--- src/rtl/tagtrap_pkg.sv ---
package tagtrap_pkg;

    typedef enum logic [1:0] {
        TAG_KEEP  = 2'b00,
        TAG_SET   = 2'b01,
        TAG_CLEAR = 2'b10,
        TAG_KEEP2 = 2'b11
    } tag_op_e;

    typedef struct packed {
        logic v;
        logic u;
    } tag_pair_t;

    localparam int MASK_W = 4;

    function automatic logic apply_op(input logic cur, input tag_op_e op);
        case (op)
            TAG_SET:   apply_op = 1'b1;
            TAG_CLEAR: apply_op = 1'b0;
            default:   apply_op = cur;
        endcase
    endfunction

    function automatic logic [MASK_W-1:0] cond_vector(input tag_pair_t t);
        cond_vector = {~t.v, t.v, ~t.u, t.u};
    endfunction

endpackage

--- src/rtl/tagtrap_store.sv ---
module tagtrap_store
    import tagtrap_pkg::*;
#(
    parameter int ADDR_W = 4,
    parameter int DATA_W = 32
) (
    input  logic              clk,
    input  logic              rst,
    input  logic [ADDR_W-1:0] rd_addr,
    output logic [DATA_W-1:0] rd_data,
    output tag_pair_t         rd_tags,
    input  logic              wr_data_en,
    input  logic              wr_tag_en,
    input  logic [ADDR_W-1:0] wr_addr,
    input  logic [DATA_W-1:0] wr_data,
    input  tag_pair_t         wr_tags
);
    localparam int DEPTH = 1 << ADDR_W;

    logic [DATA_W-1:0] data_q [DEPTH];
    tag_pair_t         tag_q  [DEPTH];

    assign rd_data = data_q[rd_addr];
    assign rd_tags = tag_q[rd_addr];

    for (genvar i = 0; i < DEPTH; i++) begin : g_word
        always_ff @(posedge clk) begin
            if (rst) begin
                data_q[i] <= '0;
                tag_q[i]  <= '0;
            end else if (wr_addr == ADDR_W'(i)) begin
                if (wr_data_en) data_q[i] <= wr_data;
                if (wr_tag_en)  tag_q[i]  <= wr_tags;
            end
        end
    end
endmodule

--- src/rtl/tagtrap_eval.sv ---
module tagtrap_eval
    import tagtrap_pkg::*;
(
    input  tag_pair_t         cur_tags,
    input  logic [MASK_W-1:0] trap_mask,
    input  tag_op_e           u_op,
    input  tag_op_e           v_op,
    output logic              trap,
    output tag_pair_t         next_tags
);
    always_comb begin
        trap        = |(trap_mask & cond_vector(cur_tags));
        next_tags.u = apply_op(cur_tags.u, u_op);
        next_tags.v = apply_op(cur_tags.v, v_op);
    end
endmodule

--- src/rtl/tagtrap_unit.sv ---
module tagtrap_unit
    import tagtrap_pkg::*;
#(
    parameter int ADDR_W = 4,
    parameter int DATA_W = 32
) (
    input  logic              clk,
    input  logic              rst,
    input  logic              req_valid,
    input  logic              req_write,
    input  logic [ADDR_W-1:0] req_addr,
    input  logic [DATA_W-1:0] req_wdata,
    input  logic [3:0]        req_trap_mask,
    input  logic [1:0]        req_u_op,
    input  logic [1:0]        req_v_op,
    output logic              rsp_valid,
    output logic              rsp_trap,
    output logic [DATA_W-1:0] rsp_rdata,
    output logic [1:0]        rsp_tags,
    output logic              evt_valid,
    output logic [ADDR_W-1:0] evt_addr,
    output logic              evt_write,
    output logic [1:0]        evt_tags
);
    logic [DATA_W-1:0] cur_data;
    tag_pair_t         cur_tags;
    tag_pair_t         new_tags;
    logic              hit_trap;
    logic              commit;

    tagtrap_store #(.ADDR_W(ADDR_W), .DATA_W(DATA_W)) u_store (
        .clk        (clk),
        .rst        (rst),
        .rd_addr    (req_addr),
        .rd_data    (cur_data),
        .rd_tags    (cur_tags),
        .wr_data_en (commit & req_write),
        .wr_tag_en  (commit),
        .wr_addr    (req_addr),
        .wr_data    (req_wdata),
        .wr_tags    (new_tags)
    );

    tagtrap_eval u_eval (
        .cur_tags  (cur_tags),
        .trap_mask (req_trap_mask),
        .u_op      (tag_op_e'(req_u_op)),
        .v_op      (tag_op_e'(req_v_op)),
        .trap      (hit_trap),
        .next_tags (new_tags)
    );

    assign commit = req_valid & ~hit_trap;

    always_ff @(posedge clk) begin
        if (rst) begin
            rsp_valid <= 1'b0;
            rsp_trap  <= 1'b0;
            rsp_rdata <= '0;
            rsp_tags  <= '0;
            evt_valid <= 1'b0;
            evt_addr  <= '0;
            evt_write <= 1'b0;
            evt_tags  <= '0;
        end else begin
            rsp_valid <= req_valid;
            rsp_trap  <= req_valid & hit_trap;
            evt_valid <= req_valid & hit_trap;
            if (req_valid) begin
                rsp_rdata <= cur_data;
                rsp_tags  <= cur_tags;
                evt_addr  <= req_addr;
                evt_write <= req_write;
                evt_tags  <= cur_tags;
            end
        end
    end
endmodule

--- config.mk ---
export PLATFORM = sky130hd
export DESIGN_NAME = tagtrap_unit
export DESIGN_NICKNAME = d
export VERILOG_FILES = /design/src/rtl/tagtrap_pkg.sv /design/src/rtl/tagtrap_store.sv /design/src/rtl/tagtrap_eval.sv /design/src/rtl/tagtrap_unit.sv
export SDC_FILE = /design/constraint.sdc
export NUM_CORES = 1
export LEC_CHECK = 0
export BUFFER_PORTS_ARGS = -buffer_cell sky130_fd_sc_hd__buf_2
export CORE_ASPECT_RATIO = 1.1
export CORE_MARGIN = 2
export CORE_UTILIZATION = 41
export DETAILED_ROUTE_END_ITERATION = 6
export HOLD_SLACK_MARGIN = 0.15
export PLACE_DENSITY = 0.67
export SLEW_MARGIN = 0
export SYNTH_ARGS = -nofsm -noshare
export SYNTH_HDL_FRONTEND = slang
export SYNTH_SLANG_ARGS = --single-unit
--- constraint.sdc ---
create_clock -name clk -period 4 [get_ports clk]
set_input_delay 0.8 -clock clk [delete_from_list [all_inputs] [get_ports clk]]
set_output_delay 0.8 -clock clk [all_outputs]
set_load 0.01 [all_outputs]
# Yosys cells after proc, flatten, opt, wreduce, memory -nomap -nowiden
# Memories as Yosys holds them, arrays and structs flattened. A register that Yosys moved wholly into a read port is not among the register bits.
# Index checks and enable logic that the tools add are counted.
[op_classes] n_bitwise=39 div=0 n_shift=0 eq_ne=19 n_lt_le_gt_ge=0 n_mux=134 addsub=0 n_mul=0 reduce_logical=2
[op_table] op="32-bit 2-to-1 mux" count=16
[op_table] op="1-bit 2-to-1 mux" count=100
[op_table] op="4-bit == test, second input constant" count=8
[op_table] op="2-bit 2-to-1 mux" count=16
[op_table] op="1-bit OR" count=32
[op_table] op="4-bit by 3-bit == test with 1-bit output, second input constant" count=4
[op_table] op="4-bit by 2-bit == test with 1-bit output, second input constant" count=2
[op_table] op="4-bit AND" count=1
[op_table] op="2-bit by 1-bit == test with 1-bit output, second input constant" count=2
[op_table] op="2-bit == test, second input constant" count=2
[op_table] op="4-bit by 1-bit == test with 1-bit output, second input constant" count=1
[op_table] op="4-bit zero test" count=1
[op_table] op="1-bit one-hot mux with 2 select lines" count=2
[op_table] op="4-bit OR reduction" count=1
[op_table] op="1-bit AND" count=3
[op_table] op="1-bit inverter" count=3
[totals] mem_count=2 register_bits=9 latchBits=0 ramBits=544 rom_bits=0 inputBits=48
[mem_list] name="u_store.data_q" depth=16 width=32 rd=1 rd_clocked_by_memory_dff=1 write_ports=16 line_no="tagtrap_store.sv:20" source="logic [DATA_W-1:0] data_q [DEPTH];"
[mem_list] name="u_store.tag_q" depth=16 width=2 rd=1 rd_clocked_by_memory_dff=0 write_ports=16 line_no="tagtrap_store.sv:21" source="tag_pair_t tag_q [DEPTH];"

# Depth between registers and ports, before layout
# Gate-level depths: netlist of run 1.
# An unclocked memory read counts as a cell.
[depth] ltp_word=12 mapped_depth=9

# Hierarchy
# From an unflattened synthesis of run 1, not the netlist that was laid out.
[unflattened] hier_cells=1700 area_unflattened_um2=26281.5
[modules_own_cells] mod="tagtrap_store" area_each_um2=24681.2 cells_per_inst=1555 n_inst=1
[modules_own_cells] mod="tagtrap_unit" area_each_um2=1514.0 cells_per_inst=136 n_inst=1
[modules_own_cells] mod="tagtrap_eval" area_each_um2=86.3 cells_per_inst=9 n_inst=1

# Least setup slack after synthesis of run 1
# No wires, ideal clock.
[synth_timing] kind="input to register" from="input req_addr[1]" to="memory u_store.data_q[10][0] (enable)" setup_time_ps=377 stages=8 required_ps=3623 arrival_ps=3060 slack_ps=563 path_cell_list="buf_6 -> buf_12 -> mux2i_1 -> mux4_2 -> mux2_4 -> nor2_2 -> buf_2 -> a31o_2"
[synth_rtl] element="from (decl)" line_no="tagtrap_unit.sv:11" source="input logic [ADDR_W-1:0] req_addr,"
[synth_rtl] element="to (decl)" line_no="tagtrap_store.sv:20"

==> flow_metrics.tcl, run 1 <==
set metrics [dict create \
    placer_congestion_estimate 0.764 \
    io_pins 92 \
    drt_pass1_iterations 6 \
    die-area_mm2 0.0663 \
    crit_path_max_incr_delay_ns 0.69 \
    criticalPathCategory "primary input to flip-flop" \
    drv_slew 0 \
    num-nets-final 1832 \
    cap_violations 0 \
    grt_first_pass_wirelength_mm 106 \
    synth_top_area_share_pct 62.0 \
    synth_edf_count 544 \
    report.power.total_mw 13.7 \
    route.vias.total 15826 \
    syn-mean-instance-area_um2 15.4 \
    r2r_end "u_store.data_q[14][2]" \
    clockBufferDepth 3 \
    switching_share_pct 22.7 \
    detailed_place_hpwl_mm 40.7 \
    r2r.worst_path.cells 6 \
    clkLatencyLatePin_ns 0.62 \
    tritoncts_clock_tree "built" \
    synthTopCellsByCount "edfxtp_1, nor3_1, and2_1, mux4_2, nand2_1" \
    critical_path_peak_fanout 43 \
    postLayoutCoreUtil_pct 47.2 \
    antenna_found_initial 6 \
    run_status "completed" \
    synthesis.area_mm2 0.0264 \
    synth.largest_area_cell "edfxtp_1" \
    max_freq_mhz 321 \
    cts.htree.levels 2 \
    grt_setup_unrepaired "no" \
    detail_route.vias_per_cell 5.92 \
    grt_overflow_total 0 \
    synthFlopType "edfxtp_1" \
    resized_cells_post_cts 0 \
    port-buffer-count 91 \
    clock-sinks 585 \
    placeableCoreArea_mm2 0.0636 \
    cp-start-kind "primary input" \
    muxShareOfSynthArea_pct 16.2 \
    synth.distinct_cells 37 \
    clock-root-buffer "clkbuf_16" \
    drt.antenna.violating_nets 0 \
    clk_transition_reported_paths_ns 0.06 \
    ordered_list_of_cells_on_the_worst_path "buf_6 -> buf_4 -> buf_4 -> nand3b_1 -> nor4_4 -> buf_4 -> and2_1" \
    worst_slew_pin_slew_ns 1.17 \
    timing.hold.worst.start "evt_addr[0]" \
    route.final.wire_length_mm 71.1 \
    synth_sequential_area_ratio_pct 65.1 \
    cp_slowest_cell "buf_4" \
    grt_pass1_vias 16191 \
    compound_gate_fraction_of_synth_area_pct 1.35 \
    most_numerous_cell_in_the_yosys_netlist "edfxtp_1" \
    timing.rr.start "u_store.tag_q[15][1]" \
    syn-num-nets 1760 \
    pwr-share-comb_pct 8.4 \
    power.ir.vdd_worst_mv 0.269 \
    hold-path-cell-count 2 \
    initial_utilization_pct 41.4 \
    synth_simple_gate_area_share_pct 14.6 \
    drt_iter0_markers 1672 \
    leakage_nw 10.5 \
    area_growth_pct 13.9 \
    final-instance-count-excl-fill 2674 \
    worst-endpoint-arrival_ns 3.59 \
    p_int_mw 10.6 \
    synthCells 1710 \
    reg2reg_slack_ns 1.09 \
    yosys_warnings 0 \
    synth_top_cells_by_area "edfxtp_1, mux4_2, and2_1" \
    cp.required_ns 4.48 \
    cts_hold_buf 0 \
    power_switching_mw 3.12 \
    final_period_utilization_pct 77.8 \
    track_usage_pct 21.6 \
    relSlewSlack_pct 21.6 \
    dp.cells 2564 \
    worstHoldPathType "flip-flop to flip-flop" \
    route.detailed.drc 0 \
    final-hold-violation-count 0 \
    floorplan.die.height_um 270 \
    postCtsSetupBuffers 0 \
    finalHoldWorstSlack_ns 0.473 \
    fraction_of_final_layout_cells_sized_beyond_drive_strength_1_pct 25.9 \
    route.detailed.wl_per_inst_um 26.6 \
    maximum_number_of_pins_on_one_net_before_global_route_repair 105 \
    power_frac_seq_pct 50.8 \
    synth_fa_ha_area_share_pct 0.0949 \
    power_per_cell_area_mw_per_mm2 457 \
    die_w_um 246 \
    synth.ff_latch_count 585 \
    critPathMostFrequentCell "buf_4" \
    cts_inserted_buffers 57 \
    synth_xor_xnor_area_share_pct 0 \
    whs_endpoint "evt_addr[0]" \
    worst_clock_skew_on_the_final_layout_ns 0.0192 \
    critical_path.endpoint_type "flip-flop" \
    path_buf_inv 4 \
    num_rows 97 \
    ys_async_rst_share_pct 0 \
    setup_viol 0 \
    clockPowerShare_pct 40.8 \
    cpLargestDelayFamily "buffers and inverters" \
    minimum_clock_period_after_layout_ns 3.11 \
    setup_total_negative_slack_ns 0 \
    dominant_combinational_cell_family_by_area_after_synthesis "multiplexers" \
]
[cells by family after synthesis]
logic type      after synthesis
flops                       585
fa+ha+maj                     2
compound gates               42
mux                         221
buf+inv                     159
simple gates                701
[power by group through the flow]
stage | combinational [mW] | sequential (mW) | clock (mW)
2_1_floorplan | 0.700 | 7.08 | 0
6_report | 1.15 | 6.97 | 5.60
4_1_cts | 1.15 | 6.97 | 5.67
5_1_grt | 1.22 | 6.99 | 5.90
3_5_place_dp | 1.15 | 7.10 | 0
3_3_place_gp | 1.14 | 7.09 | 0
[area by class of cell]
cell class	instances	area [um^2]
clock buffers	73	1570
inverters	3	11.3
diodes	4	10.0
well taps	841	1050
fillers	5379	33600
multi-input cells	966	8550
flip-flops and latches	585	17200
clock inverters	33	375
repair buffers	169	1290
[flip-flops by register name (all words and copies together) (netlist names)]
signal / flops
evt_valid: 1
u_store.tag_q: 32
evt_addr: 4
u_store.data_q: 512
evt_write: 1
rsp_valid: 1
evt_tags: 2
rsp_rdata: 32
[tightest hold or removal path, delay by kind of cell, from the launching register on]
family / cells / cell delay, ns
compound gates: 1 / 0.06
flops: 1 / 0.31
simple gates: 1 / 0.06
[placed cells by master, fill, tap and decap left out, types with 2 or more instances in the layout]
cell	count
inv_1	3
buf_12	18
nor3_1	277
a21oi_1	2
clkbuf_16	59
clkinv_1	10
a211oi_1	2
nand2b_1	2
mux2i_1	53
nor2b_1	2
mux2_4	2
bufinv_16	8
buf_4	62
nor4_2	2
nand2_1	84
inv_6	4
mux2_2	2
buf_2	87
a21o_1	3
nor4b_4	4
and2_1	260
dfxtp_1	41
diode_2	4
nor3b_1	2
nor4_4	4
nand2_2	4
clkbuf_8	4
ha_1	2
edfxtp_1	544
clkbuf_1	10
nor4_1	11
mux4_2	164
clkinv_2	9
nor2_1	42
clkinv_4	2
a31o_2	32
[layer usage]
metal / up-vias / wire length [um] / track usage (%)
li1: 6745 / - / -
met1: 8108 / 28200 / 29.7
met2: 845 / 34300 / 34.9
met3: 126 / 6520 / 3.70
met4: 2 / 1950 / 6.95
met5: - / 13 / 0
[how the worst max path moves through the flow]
| stage | cells past startpoint | end | from | slack [ns] |
|---|---|---|---|---|
| after floorplan | 8 | u_store.data_q[10][0] | req_addr[1] | 0.56 |
| after global placement | 7 | u_store.data_q[14][18] | req_addr[1] | 0.38 |
| after detailed placement | 7 | u_store.data_q[14][14] | req_addr[1] | 0.32 |
| after CTS | 7 | u_store.data_q[14][14] | req_addr[1] | 0.95 |
| after global routing | 7 | u_store.data_q[10][8] | req_addr[1] | 0.81 |
| final | 7 | u_store.data_q[10][8] | req_addr[1] | 0.89 |
[stage by stage]
stage / cell area, um^2 / worst slack (ns)
3_3_place_gp: 28100 / 0.383
3_5_place_dp: 28100 / 0.323
6_report: 30000 / 0.890
5_1_grt: 30000 / 0.814
4_1_cts: 30000 / 0.948
2_1_floorplan: 26400 / 0.563
Note: power is estimated with default switching activity, not from simulation.
==> inputs of run 2 (changes only) <==
Settings changed: PLACE_DENSITY 0.67 to 0.69.
Clock period 4 ns to 2.65 ns, I/O delays scaled along.
==> flow_metrics.tcl, run 2 (synthesis gave the netlist of run 1 again) <==
set metrics [dict create \
    run_status "completed" \
    num_rows 97 \
    switching_share_pct 23.2 \
    grt_first_pass_wirelength_mm 104 \
    final-hold-violation-count 0 \
    detail_route.vias_per_cell 5.81 \
    clockPowerShare_pct 39.1 \
    leakage_nw 11.1 \
    worst_clock_skew_on_the_final_layout_ns 0.0219 \
    floorplan.die.height_um 270 \
    worst_slew_pin_slew_ns 0.700 \
    power_frac_seq_pct 50.9 \
    power_switching_mw 4.79 \
    power.ir.vdd_worst_mv 0.570 \
    cts.htree.levels 2 \
    most_common_library_cell_in_the_layout_ignoring_fill_and_taps "edfxtp_1" \
    cts_inserted_buffers 57 \
    report.power.total_mw 20.6 \
    drt_iter0_markers 1675 \
    worstHoldPathType "primary input to flip-flop" \
    largest_register_ff_count 512 \
    route.detailed.drc 0 \
    antenna_found_initial 4 \
    route.detailed.wl_per_inst_um 25.5 \
    worst-endpoint-arrival_ns 2.73 \
    drt_pass1_iterations 5 \
    route.final.wire_length_mm 70.0 \
    reg2reg_slack_ns 0.23 \
    minimum_clock_period_after_layout_ns 2.42 \
    setup_viol 0 \
    resized_cells_post_cts 0 \
    clk_transition_reported_paths_ns 0.06 \
    critical_path_peak_fanout 18 \
    clkLatencyLatePin_ns 0.63 \
    maximum_number_of_pins_on_one_net_before_global_route_repair 70 \
    cp-start-kind "flip-flop" \
    top_register "u_store.data_q" \
    io_pins 92 \
    grt_overflow_total 0 \
    fraction_of_final_layout_cells_sized_beyond_drive_strength_1_pct 28.5 \
    area_growth_pct 19.0 \
    ordered_list_of_cells_on_the_worst_path "mux2i_1 -> mux4_2 -> mux2_4 -> nor2_4 -> a31o_4 -> buf_12" \
    cp.required_ns 2.96 \
    grt_setup_unrepaired "no" \
    track_usage_pct 21.2 \
    num-nets-final 1901 \
    crit_path_max_incr_delay_ns 0.51 \
    port-buffer-count 91 \
    p_int_mw 15.8 \
    cp_slowest_cell "mux4_2" \
    initial_utilization_pct 41.4 \
    critical_path.endpoint_type "flip-flop" \
    layout.cells.most_common_list "edfxtp_1, nor3_1, and2_1" \
    drv_slew 0 \
    clockBufferDepth 3 \
    criticalPathCategory "flip-flop to flip-flop" \
    cap_violations 0 \
    die_w_um 246 \
    timing.final.ws_setup_ns 0.227 \
    pwr-share-comb_pct 10.0 \
    setup_total_negative_slack_ns 0 \
    route.vias.total 15924 \
    detailed_place_hpwl_mm 43.0 \
    die-area_mm2 0.0663 \
    final_period_utilization_pct 91.4 \
    placeableCoreArea_mm2 0.0636 \
    cts_hold_buf 0 \
    postCtsSetupBuffers 0 \
    placer_congestion_estimate 0.774 \
    grt_pass1_vias 16220 \
    biggestRegsByFlops "u_store.data_q x512, rsp_rdata x32, u_store.tag_q x32" \
    tritoncts_clock_tree "built" \
    max_freq_mhz 413 \
    relSlewSlack_pct 53.3 \
    clock-root-buffer "clkbuf_16" \
    post_place_setup_slack_ns -0.173 \
    drt.antenna.violating_nets 0 \
    clock-sinks 585 \
    power_per_cell_area_mw_per_mm2 657 \
]
## run 2: worst paths after layout
check / from / endpoint / cells after the start
setup / recovery: u_store.tag_q[15][0] / u_store.data_q[11][24] / 6
hold reg to reg: evt_write / evt_write / 2
hold / removal: req_addr[0] / evt_addr[0] / 3
setup reg to reg: u_store.tag_q[15][0] / u_store.data_q[11][24] / 6
## run 2: power groups by stage
stage               clock (mW)  combinational (mW)  sequential [mW]
finish                    8.07                2.05             10.5
global route              8.51                2.17             10.5
CTS                       8.18                2.06             10.5
detailed placement           0                2.05             10.7
global placement             0                2.03             10.7
floorplan                    0                1.10             10.7
## run 2: worst max-delay path, delay by kind of cell (launching register included)
| family | cells | cell delay (ns) |
|---|---|---|
| buffers and inverters | 1 | 0.20 |
| flip-flops | 1 | 0.35 |
| AND/OR/NAND/NOR | 1 | 0.33 |
| multiplexers | 3 | 0.98 |
| AO/OA/AOI/OAI | 1 | 0.25 |
## run 2: per-stage QoR
step                      std cells  utilization [%]  instance area, um^2  hold WS [ns]
final                          2740             49.3                31400         0.297
after CTS                      2739             49.3                31400         0.265
after floorplan                1710                -                26600         0.494
after global placement         2633             46.4                29500         0.460
after detailed placement       2633             46.4                29500         0.468
after global routing           2740             49.3                31400         0.305
## run 2: cell type report
type / instances / area [um^2]
fillers: 5263 / 32200
flip-flops and latches: 585 / 17200
multi-input cells: 966 / 8700
repair buffers: 238 / 2620
clock buffers: 68 / 1480
well taps: 841 / 1050
clock inverters: 38 / 353
inverters: 3 / 11.3
diodes: 1 / 2.50
## run 2: layer usage
metal	track usage (%)	vias to the layer above	wire length, um
li1	-	6884	-
met3	4.33	153	5800
met5	0	-	13
met2	34.8	770	34400
met4	7.53	2	2350
met1	27.9	8115	27400
